`config.mk`:
```
export PLATFORM = sky130hd
export DESIGN_NAME = mode_cnt_shreg
export DESIGN_NICKNAME = d
export VERILOG_FILES = /design/src/rtl/mcsr_pkg.sv /design/src/rtl/mcsr_next.sv /design/src/rtl/mcsr_tc.sv /design/src/rtl/mode_cnt_shreg.sv
export SDC_FILE = /design/constraint.sdc
export NUM_CORES = 1
export LEC_CHECK = 0
export BUFFER_PORTS_ARGS = -buffer_cell sky130_fd_sc_hd__buf_4
export CAP_MARGIN = 20
export CORE_UTILIZATION = 27
export DETAILED_ROUTE_END_ITERATION = 12
export GPL_TIMING_DRIVEN = 0
export PLACE_DENSITY = 0.48
export SKIP_LAST_GASP = 1
export SYNTH_ARGS = -nofsm -noshare
export SYNTH_HDL_FRONTEND = slang
export SYNTH_SLANG_ARGS = --single-unit
```
`constraint.sdc`:
```
create_clock -name clk -period 3.5 [get_ports clk]
set_input_delay 0.875 -clock clk [delete_from_list [all_inputs] [get_ports clk]]
set_output_delay 0.875 -clock clk [all_outputs]
set_load 0.02 [all_outputs]
```
`src/rtl/mcsr_pkg.sv`:
```
// Shared operation encoding for the multimode counter/shift register.
// Assumes a 3-bit select sampled at the rising clock edge.
package mcsr_pkg;
    typedef enum logic [2:0] {
        OP_LOAD   = 3'b000,
        OP_INVERT = 3'b001,
        OP_SHDN   = 3'b010,
        OP_SHUP   = 3'b011,
        OP_DOWN   = 3'b100,
        OP_CLEAR  = 3'b101,
        OP_UP     = 3'b110,
        OP_KEEP   = 3'b111
    } op_e;
endpackage

```
`src/rtl/mcsr_next.sv`:
```
// Next-state logic: computes the register value after one edge for the
// selected operation. Assumes WIDTH >= 1; for WIDTH == 1 a shift simply
// takes the serial bit.
module mcsr_next
    import mcsr_pkg::*;
#(
    parameter int WIDTH = 4
) (
    input  op_e              op,
    input  logic [WIDTH-1:0] cur,
    input  logic [WIDTH-1:0] preset,
    input  logic             cep_n,
    input  logic             cet_sin,
    input  logic             sin_hi,
    output logic [WIDTH-1:0] nxt
);
    localparam logic [WIDTH-1:0] ONE = WIDTH'(1);

    logic [WIDTH-1:0] shift_up_v;
    logic [WIDTH-1:0] shift_dn_v;
    logic             cnt_go;

    // Shift paths; the narrow variant has no bits to move.
    generate
        if (WIDTH > 1) begin : g_wide
            assign shift_up_v = {cur[WIDTH-2:0], cet_sin};
            assign shift_dn_v = {sin_hi, cur[WIDTH-1:1]};
        end else begin : g_narrow
            assign shift_up_v = cet_sin;
            assign shift_dn_v = sin_hi;
        end
    endgenerate

    // Counting needs both active-low enables asserted.
    assign cnt_go = ~cep_n & ~cet_sin;

    // Select the next value for the requested operation.
    always_comb begin
        unique case (op)
            OP_LOAD:   nxt = preset;
            OP_INVERT: nxt = ~cur;
            OP_SHDN:   nxt = shift_dn_v;
            OP_SHUP:   nxt = shift_up_v;
            OP_DOWN:   nxt = cnt_go ? cur - ONE : cur;
            OP_CLEAR:  nxt = '0;
            OP_UP:     nxt = cnt_go ? cur + ONE : cur;
            default:   nxt = cur;
        endcase
    end
endmodule

```
`src/rtl/mcsr_tc.sv`:
```
// Terminal-count / top-bit output. Active-low terminal count in the count
// operations (gated by the trickle enable), top register bit in the shift
// operations, inactive (1) otherwise. Purely combinational.
module mcsr_tc
    import mcsr_pkg::*;
#(
    parameter int WIDTH = 4
) (
    input  op_e              op,
    input  logic [WIDTH-1:0] cur,
    input  logic             cet_sin,
    output logic             tc_n
);
    logic at_max;
    logic at_min;

    assign at_max = &cur;
    assign at_min = ~|cur;

    // Choose the meaning of the shared output for the current operation.
    always_comb begin
        unique case (op)
            OP_UP:            tc_n = ~(at_max & ~cet_sin);
            OP_DOWN:          tc_n = ~(at_min & ~cet_sin);
            OP_SHUP, OP_SHDN: tc_n = cur[WIDTH-1];
            default:          tc_n = 1'b1;
        endcase
    end
endmodule

```
`src/rtl/mode_cnt_shreg.sv`:
```
// Top: multimode counter / bidirectional shift register. Holds the state
// register, applies the asynchronous master clear and the synchronous reset,
// and joins the next-state and terminal-count pieces. Assumes inputs are
// synchronous to clk and mreset is released away from a clock edge.
module mode_cnt_shreg
    import mcsr_pkg::*;
#(
    parameter int WIDTH = 4
) (
    input  logic             clk,
    input  logic             rst_n,
    input  logic             mreset,
    input  logic [2:0]       sel,
    input  logic             cep_n,
    input  logic             cet_sin,
    input  logic             sin_hi,
    input  logic [WIDTH-1:0] preset,
    output logic [WIDTH-1:0] q,
    output logic             tc_n
);
    localparam logic [WIDTH-1:0] ONE = WIDTH'(1);

    op_e              op;
    logic [WIDTH-1:0] nxt;

    assign op = op_e'(sel);

    mcsr_next #(.WIDTH(WIDTH)) next_i (
        .op      (op),
        .cur     (q),
        .preset  (preset),
        .cep_n   (cep_n),
        .cet_sin (cet_sin),
        .sin_hi  (sin_hi),
        .nxt     (nxt)
    );

    mcsr_tc #(.WIDTH(WIDTH)) tc_i (
        .op      (op),
        .cur     (q),
        .cet_sin (cet_sin),
        .tc_n    (tc_n)
    );

    // State register: async master clear wins, then sync reset, then update.
    always_ff @(posedge clk or posedge mreset) begin
        if (mreset)      q <= '0;
        else if (!rst_n) q <= '0;
        else             q <= nxt;
    end


    mclr_zero_chk: assert property (@(posedge clk) mreset |-> q == '0);


    srst_zero_chk: assert property (@(posedge clk) disable iff (mreset)
        !rst_n |=> q == '0);


    up_step_chk: assert property (@(posedge clk) disable iff (mreset)
        rst_n && sel == 3'b110 && !cep_n && !cet_sin |=> q == $past(q) + ONE);


    down_step_chk: assert property (@(posedge clk) disable iff (mreset)
        rst_n && sel == 3'b100 && !cep_n && !cet_sin |=> q == $past(q) - ONE);


    cnt_idle_chk: assert property (@(posedge clk) disable iff (mreset)
        rst_n && sel[2] && !sel[0] && (cep_n || cet_sin) |=> $stable(q));


    clear_chk: assert property (@(posedge clk) disable iff (mreset)
        rst_n && sel == 3'b101 |=> q == '0);


    shift_tc_chk: assert property (@(posedge clk) disable iff (mreset)
        sel[2:1] == 2'b01 |-> tc_n == q[WIDTH-1]);
endmodule

```
# --- After elaboration in Yosys (flattened, before gate mapping) ---
# Index checks and enable logic that the tools add are counted.
totals:
  register_bits: 4
  latch_bits: 0
  mem_bits_rw: 0
  mem_bits_ro: 0
  input_bits: 13
  elab_cells: 31
  memories: 0
op_classes:
  addsub: 2
  multipliers: 0
  n_div: 0
  n_lt_le_gt_ge: 0
  eq_ne: 9
  shift: 0
  n_mux: 5
  bitwise: 8
  reduce_logical: 6
op_table:
  columns: ["operator", "n"]
  rows:
  - ["4-bit case mux with 7 select lines", 1]
  - ["4-bit two-way mux", 3]
  - ["3-bit equality test, second input constant", 3]
  - ["8-bit by 1-bit != test with 1-bit output, second input constant", 1]
  - ["3-bit by 2-bit equality test with 1-bit output, second input constant", 2]
  - ["3-bit by 2-bit != test with 1-bit output, second input constant", 2]
  - ["4-bit by 1-bit adder with 4-bit output, second input constant", 1]
  - ["1-bit NOT", 4]
  - ["4-bit NOT", 1]
  - ["4-bit AND reduction", 1]
  - ["4-bit OR reduction", 1]
  - ["4-bit by 1-bit subtractor with 4-bit output, second input constant", 1]
  - ["1-bit AND", 3]
  - ["3-bit by 1-bit equality test with 1-bit output, second input constant", 1]
  - ["3-bit logical NOT", 1]
  - ["1-bit case mux with 3 select lines", 1]
  - ["3-bit AND reduction", 1]
  - ["2-bit OR reduction", 1]
  - ["1-bit logical NOT", 1]

# --- Logic depth before layout (Yosys ltp) ---
# Gate-level depths: netlist of the first run.
depth:
  ltp_word: 5
  ltp_mapped: 8
  mapped_depth_nobuf: 8

# --- Hierarchy ---
# Synthesis of the first run repeated with hierarchy kept, for this count alone.
unflattened:
  cells_unflattened: 69
  area_unflattened_um2: 601.8
by_module_without_submodules:
  columns: ["module", "n_inst", "cells_each", "area_per_inst_um2", "seq_area_each_um2"]
  rows:
  - ["mcsr_next", 1, 53, 430.4, 0.0]
  - ["mode_cnt_shreg", 1, 9, 128.9, 100.1]
  - ["mcsr_tc", 1, 7, 42.5, 0.0]

# --- Least setup slack after synthesis of the first run ---
# No wires, ideal clock.
synth_timing:
  path_type: "input-to-output"
  startpoint: "input sel[1]"
  endpoint: "output tc_n"
  t_arrival_ns: 1.549
  path_slack_ns: 1.076
  path_stages: 4
  cell_sequence: "buf_4 nand3_1 o21ai_1 a31oi_1"
synth_via:
  elab_chain_cells: 3
  word_cells_on_any_way: 6
  classes_between: "eq/ne: 4; mux: 1; reduce/logical: 1"
synth_rtl:
  columns: ["element", "line_no", "rtl"]
  rows:
  - ["from (decl)", "mode_cnt_shreg.sv:13", "input logic [2:0] sel,"]
  - ["3-bit by 2-bit equality test with 1-bit output", "mcsr_tc.sv:22", "unique case (op)"]
  - ["2-bit OR reduction", "mcsr_tc.sv:22", null]
  - ["1-bit case mux with 3 select lines (*)", "mcsr_tc.sv:22", null]
  - ["to (decl)", "mode_cnt_shreg.sv:19", "output logic tc_n"]
# Every way passes the cells marked *; elsewhere a longest branch is shown, timed or not.

# --- Final worst setup path of the first run ---
layout_timing:
  startpoint: "register q[1]"
  endpoint: "output tc_n"
layout_via:
  elab_chain_cells: 5
  word_cells_on_any_way: 8
  classes_between: "mux: 1; bitwise: 4; reduce/logical: 3"
layout_rtl:
  columns: ["element", "line_no", "rtl"]
  rows:
  - ["from (decl)", "mode_cnt_shreg.sv:18", "output logic [WIDTH-1:0] q,"]
  - ["from (signal assigned)", "mode_cnt_shreg.sv:49", "else q <= nxt;"]
  - ["4-bit OR reduction", "mcsr_tc.sv:18", "assign at_min = ~|cur;"]
  - ["1-bit logical NOT", "mcsr_tc.sv:18", null]
  - ["1-bit AND", "mcsr_tc.sv:24", "OP_DOWN: tc_n = ~(at_min & ~cet_sin);"]
  - ["1-bit NOT", "mcsr_tc.sv:24", null]
  - ["1-bit case mux with 3 select lines (*)", "mcsr_tc.sv:22", null]
# Marks and branches as above.

==> qor.yml, run 1 <==
path_clk_slew_ps: 40
nFillCells: 223
finalClockSkew_ps: 0.2216
critPathTopFamily: "simple AND/OR/NAND/NOR gates"
multi_input_area_um2: 406.6
slew_headroom: 0.6938
hold_class: "input pin to asynchronous set/reset pin"
io_pins: 18
synth_edf_count: 0
n_antenna_cell: 0
power_density_mw_per_mm2: 312.5
layout-drive-gt1-share: 0.2826
synth.avg_cell_area_um2: 7.594
synth_top_cell_area_share: 0.1831
rr_worst_depth: 6
numCtsBuffers: 3
rows: 15
gp_congestion: 0.7477
timing.rr.start: "q[1]$_DFFE_PP0P_"
largest_reg_flops: 4
endpoint_kind: "primary output"
r2r_end: "q[2]$_DFFE_PP0P_"
ys_seq_area_frac: 0.1831
cts.sinks: 4
start_util: 0.3003
synth_top_area_cell: "dfrtp_1"
top_register: "q"
path_class: "register to primary output"
die_w_um: 47
cts_tree: "done"
synth_warnings: 0
ir_worst_vdd_mv: 0.1707
clock_latency_ps: 240
drt_iter0_markers: 10
clockBufferDepth: 2
grt_pass1_wl_um: 2470
crit_path_start_kind: "register"
cts_max_level: 1
crit_required_ps: 2620
drc: 0
ys_ff_latch: 4
coreArea_mm2: 0.001821
slowest_stage: "or4_1"
via_count: 604
reg2reg_slack_ps: 1580
worst_slew_pin_slew_ps: 453.6
worstPathCellList: "or4_1 > o21ai_1 > a31oi_1 > buf_4"
grt_max_degree: 11
setup_viol: 0
place.port_buffers: 17
die_area_mm2: 0.002209
tns_ps: 0
status: "finished, final reports clean"
ys.flop_type: "dfrtp_1"
avgViaCountPerCell: 5.162
hold_violations: 0
dieHeight_um: 47
wl_um: 1601
max_freq_mhz: 393.4
grt-ovfl-total: 0
ys_top_cells_by_area: "dfrtp_1 18%, ha_1 4.6%, nand3_1 4.6%, inv_1 4.1%, nand2_1 4.1%"
cap_viol_max_count: 0
wire_per_inst_um: 13.68
grt_pass1_vias: 488
slowest_delay_ps: 540
final_max_slew_viol_count: 0
biggestRegsByFlops: "q x4"
ys_types: 36
syn_area_um2: 546.8
track_usage: 0.1627
postCtsHoldBufs: 0
dr.pass1.iters: 4
crit_buf_inv: 1
p_leak_nw: 0.3287
synthCells: 72
layout.nets: 110
fin_crit_ps: 2542
area_delta_synth_final_pct: 33.18
regArea_um2: 100.1
cp_max_fo: 9
post_cts_resized: 0
synth.net_count: 88
cp_data_arrival_time_ps: 1670
rsz0062_at_grt: "false"
post_cts_buffers: 0
hold_ws_ps: 526.3
ys_async_sr_fraction: 1.000
root_buffer: "clkbuf_4"
antenna_left: 0
antenna_found_initial: 0
dp_hpwl_um: 1211
fin_crit_sh: 0.7262
## per-layer routing
| layer | vias up | GRT usage | routed length [um] |
|---|---|---|---|
| li1 | 309 | - | - |
| met1 | 283 | 0.2436 | 783 |
| met2 | 12 | 0.2389 | 770 |
| met3 | 0 | 0.04615 | 46 |
| met4 | 0 | 0.01714 | 0 |
| met5 | - | 0 | 0 |
## power breakdown
group | total (W) | leakage (nW) | internal (W) | switching, W
logic | 0.000102 | 0.263 | 0.0000493 | 0.0000523
clock network | 0.0000596 | 0.0138 | 0.0000385 | 0.0000211
registers | 0.0000664 | 0.0517 | 0.0000520 | 0.0000144
total | 0.000228 | 0.329 | 0.000140 | 0.0000878
## worst max-delay path by stage
| stage | startpoint | end | slack (ps) | cells after the start |
|---|---|---|---|---|
| final | q[1]$_DFFE_PP0P_ | tc_n | 960 | 4 |
| after global routing | q[1]$_DFFE_PP0P_ | tc_n | 880 | 4 |
| after CTS | q[1]$_DFFE_PP0P_ | tc_n | 950 | 4 |
| after detailed placement | sel[0] | q[2]$_DFFE_PP0P_ | 860 | 8 |
| after global placement | sel[0] | q[2]$_DFFE_PP0P_ | 830 | 8 |
| after floorplan | sel[1] | tc_n | 1080 | 4 |
## synth_stat cells (all sizes together) (2+ instances only)
cell and number:
nand3 5, inv 6, a21o 2, o21ai 6, dfrtp 4, nor2 4
nor2b 4, buf 3, nor3 3, a21oi 4, o22ai 3, o31ai 3
nand2 6, ha 2
## layout by cell type, fill, tap and decap left out, drive strengths merged, types with 3 or more instances in the layout
cell    netlist  final
o22ai         3      3
o21ai         6      6
nand2         6      6
a21oi         4      4
nor2b         4      4
nor3          3      3
inv           6      6
o31ai         3      3
dfrtp         4      4
buf           3     20
nand3         5      5
nor2          4      4
clkbuf        0      3
## cell families after synthesis
| group | synth area share |
|---|---|
| and+or+nand+nor | 0.2998 |
| buffers and inverters | 0.07323 |
| AOI/OAI and AO/OA | 0.3112 |
| DFF | 0.1831 |
| xor gates and xnor gates | 0.03204 |
| muxes | 0.01831 |
| adders and majority gates | 0.08237 |
## through the flow
stage / util / cell area (um2) / cells / worst slack, ps / total power [W]
4_1_cts: 0.4000 / 728.2 / 117 / 950.5 / 0.0002310
3_5_place_dp: 0.3876 / 705.7 / 114 / 861.2 / 0.0001689
6_report: 0.4000 / 728.2 / 117 / 958.2 / 0.0002276
2_1_floorplan: - / 546.8 / 72 / 1076 / 0.0001284
3_3_place_gp: 0.3876 / 705.7 / 114 / 834.9 / 0.0001683
5_1_grt: 0.4000 / 728.2 / 117 / 881.8 / 0.0002457
## area by class of cell
cell class                      count  share of cell area
Tap cell                           25             0.04296
Inverter                            6             0.03093
Timing Repair Buffer               17              0.1753
Sequential cell                     4              0.1375
Buffer                              3             0.02405
Clock buffer                        3             0.03093
Multi-Input combinational cell     59              0.5584
(Power assumes the default switching activity.)
==> inputs of run 2 (changes only) <==
--- a/config.mk
+++ b/config.mk
@@ -10,7 +10,7 @@
 export CORE_UTILIZATION = 27
 export DETAILED_ROUTE_END_ITERATION = 12
 export GPL_TIMING_DRIVEN = 0
-export PLACE_DENSITY = 0.48
+export PLACE_DENSITY = 0.5
 export SKIP_LAST_GASP = 1
 export SYNTH_ARGS = -nofsm -noshare
 export SYNTH_HDL_FRONTEND = slang
==> constraint.sdc (replaced) <==
create_clock -name clk -period 2.25 [get_ports clk]
set_input_delay 0.5625 -clock clk [delete_from_list [all_inputs] [get_ports clk]]
set_output_delay 0.5625 -clock clk [all_outputs]
set_load 0.02 [all_outputs]
==> qor.yml, run 2 (synthesis results as in run 1) <==
final_common_cell: "buf_4"
switching_power_w: 0.0001278
cts_tree: "done"
dp_hpwl_um: 1074
numCtsBuffers: 3
grt_pass1_vias: 549
track_usage: 0.1474
cts.sinks: 4
avgViaCountPerCell: 5.153
grt_max_degree: 11
grt_pass1_wl_um: 2318
top_register: "q"
drt_iter0_markers: 6
status: "finished, final reports clean"
worstPathCellList: "or4_4 > o21ai_2 > a31oi_1 > buf_4"
slew_headroom: 0.7063
area_delta_synth_final_pct: 36.38
ir_worst_vdd_mv: 0.1937
die_area_mm2: 0.002209
path_clk_slew_ps: 30
grt-ovfl-total: 0
p_int_w: 0.0002245
hold_class: "input pin to asynchronous set/reset pin"
fin_crit_sh: 0.9714
rows: 15
layout.nets: 111
clock_latency_ps: 230
largest_reg_flops: 4
via_count: 608
gp_congestion: 0.7641
cp_data_arrival_time_ps: 1620
slowest_delay_ps: 550
worst_slew_pin_slew_ps: 435.0
antenna_found_initial: 0
clkPwrFrac: 0.241
crit_path_start_kind: "register"
setup_viol: 0
final_max_slew_viol_count: 0
antenna_left: 0
drc: 0
dr.pass1.iters: 5
fin_area_um2: 745.7
wire_per_inst_um: 11.97
cts_max_level: 1
setup_slack_ps: 64.35
place.port_buffers: 17
dieHeight_um: 47
layout-drive-gt1-share: 0.3333
slowest_stage: "or4_4"
coreArea_mm2: 0.001821
clockBufferDepth: 2
start_util: 0.3003
hold_violations: 0
pwr-share-seq: 0.293
placed_area_um2: 705.7
finalClockSkew_ps: 0.6893
postCtsHoldBufs: 0
root_buffer: "clkbuf_4"
layout_common_cells: "19 x buf_4, 6 x inv_1, 6 x nand2_1"
power_density_mw_per_mm2: 472.4
cp_max_fo: 8
fin_crit_ps: 2186
switching_share: 0.3629
rsz0062_at_grt: "true"
endpoint_kind: "primary output"
max_freq_mhz: 457.5
path_class: "register to primary output"
pwr-share-comb: 0.467
p_leak_nw: 0.3337
tns_ps: 0
n_antenna_cell: 0
biggestRegsByFlops: "q x4"
die_w_um: 47
crit_required_ps: 1690
post-place-ws_ps: -22.60
io_pins: 18
wl_um: 1413
cap_viol_max_count: 0
-- run 2: cell types whose count changed in the layout (fill, tap and decap cells not counted) --
| cell | change |
|---|---|
| dfrtp_1 | -2 |
| dfrtp_2 | +2 |
| buf_4 | +1 |
| o21ai_1 | -1 |
| o21ai_2 | +1 |
| or4_1 | -1 |
| or4_4 | +1 |
-- run 2: path summary, 6_finish.rpt --
kind,to,from,depth (start not counted),slack (ps)
max in group asynchronous,q[0]$_DFFE_PP0P_,mreset,2,1880
min in group clk,q[1]$_DFFE_PP0P_,q[1]$_DFFE_PP0P_,2,610
hold / removal,q[3]$_DFFE_PP0P_,mreset,2,210
hold reg to reg,q[1]$_DFFE_PP0P_,q[1]$_DFFE_PP0P_,2,610
setup / recovery,tc_n,q[0]$_DFFE_PP0P_,4,60
setup reg to reg,q[2]$_DFFE_PP0P_,q[0]$_DFFE_PP0P_,6,480
-- run 2: cell type report --
type / instances / area, um2
fillers: 203 / 1075
multi-input cells: 59 / 414.1
repair buffers: 18 / 135.1
flip-flops and latches: 4 / 102.6
well taps: 25 / 31.28
clock buffers: 3 / 22.52
inverters: 6 / 22.52
plain buffers: 3 / 17.52
-- run 2: power by group through the flow --
stage	Sequential (W)	Clock [W]	Combinational, W
floorplan	0.000106	0	0.0000932
global placement	0.000103	0	0.000158
detailed placement	0.000103	0	0.000157
CTS	0.000102	0.0000897	0.000157
global route	0.000106	0.0000912	0.000184
finish	0.000103	0.0000849	0.000164
-- run 2: metrics by stage --
stage | util | cells | hold slack, ps | power, W
global placement | 0.3876 | 114 | 458.6 | 0.0002614
finish | 0.4096 | 118 | 214.3 | 0.0003523
global route | 0.4096 | 118 | 219.2 | 0.0003812
detailed placement | 0.3876 | 114 | 458.0 | 0.0002594
CTS | 0.4007 | 117 | 210.7 | 0.0003490
floorplan | - | 72 | 328.6 | 0.0001997
-- run 2: timing repair --
item,CTS,global route
pin swaps,0,1
hold endpoints to repair,0,0
resized for setup,1,3
setup endpoints to repair,1,1
buffers inserted,0,1
-- run 2: metal layers --
metal,vias to the layer above,wire length [um],track usage
met5,-,0,0
met4,0,11,0.06857
met3,2,69,0.01154
met2,20,639,0.2389
met1,277,692,0.1982
li1,309,-,-
-- run 2: worst max-delay path, delay by kind of cell (launching register included) --
kind            cells  cell delay, ps
compound gates      2             220
flops               1             450
simple gates        1             550
buf+inv             1             170
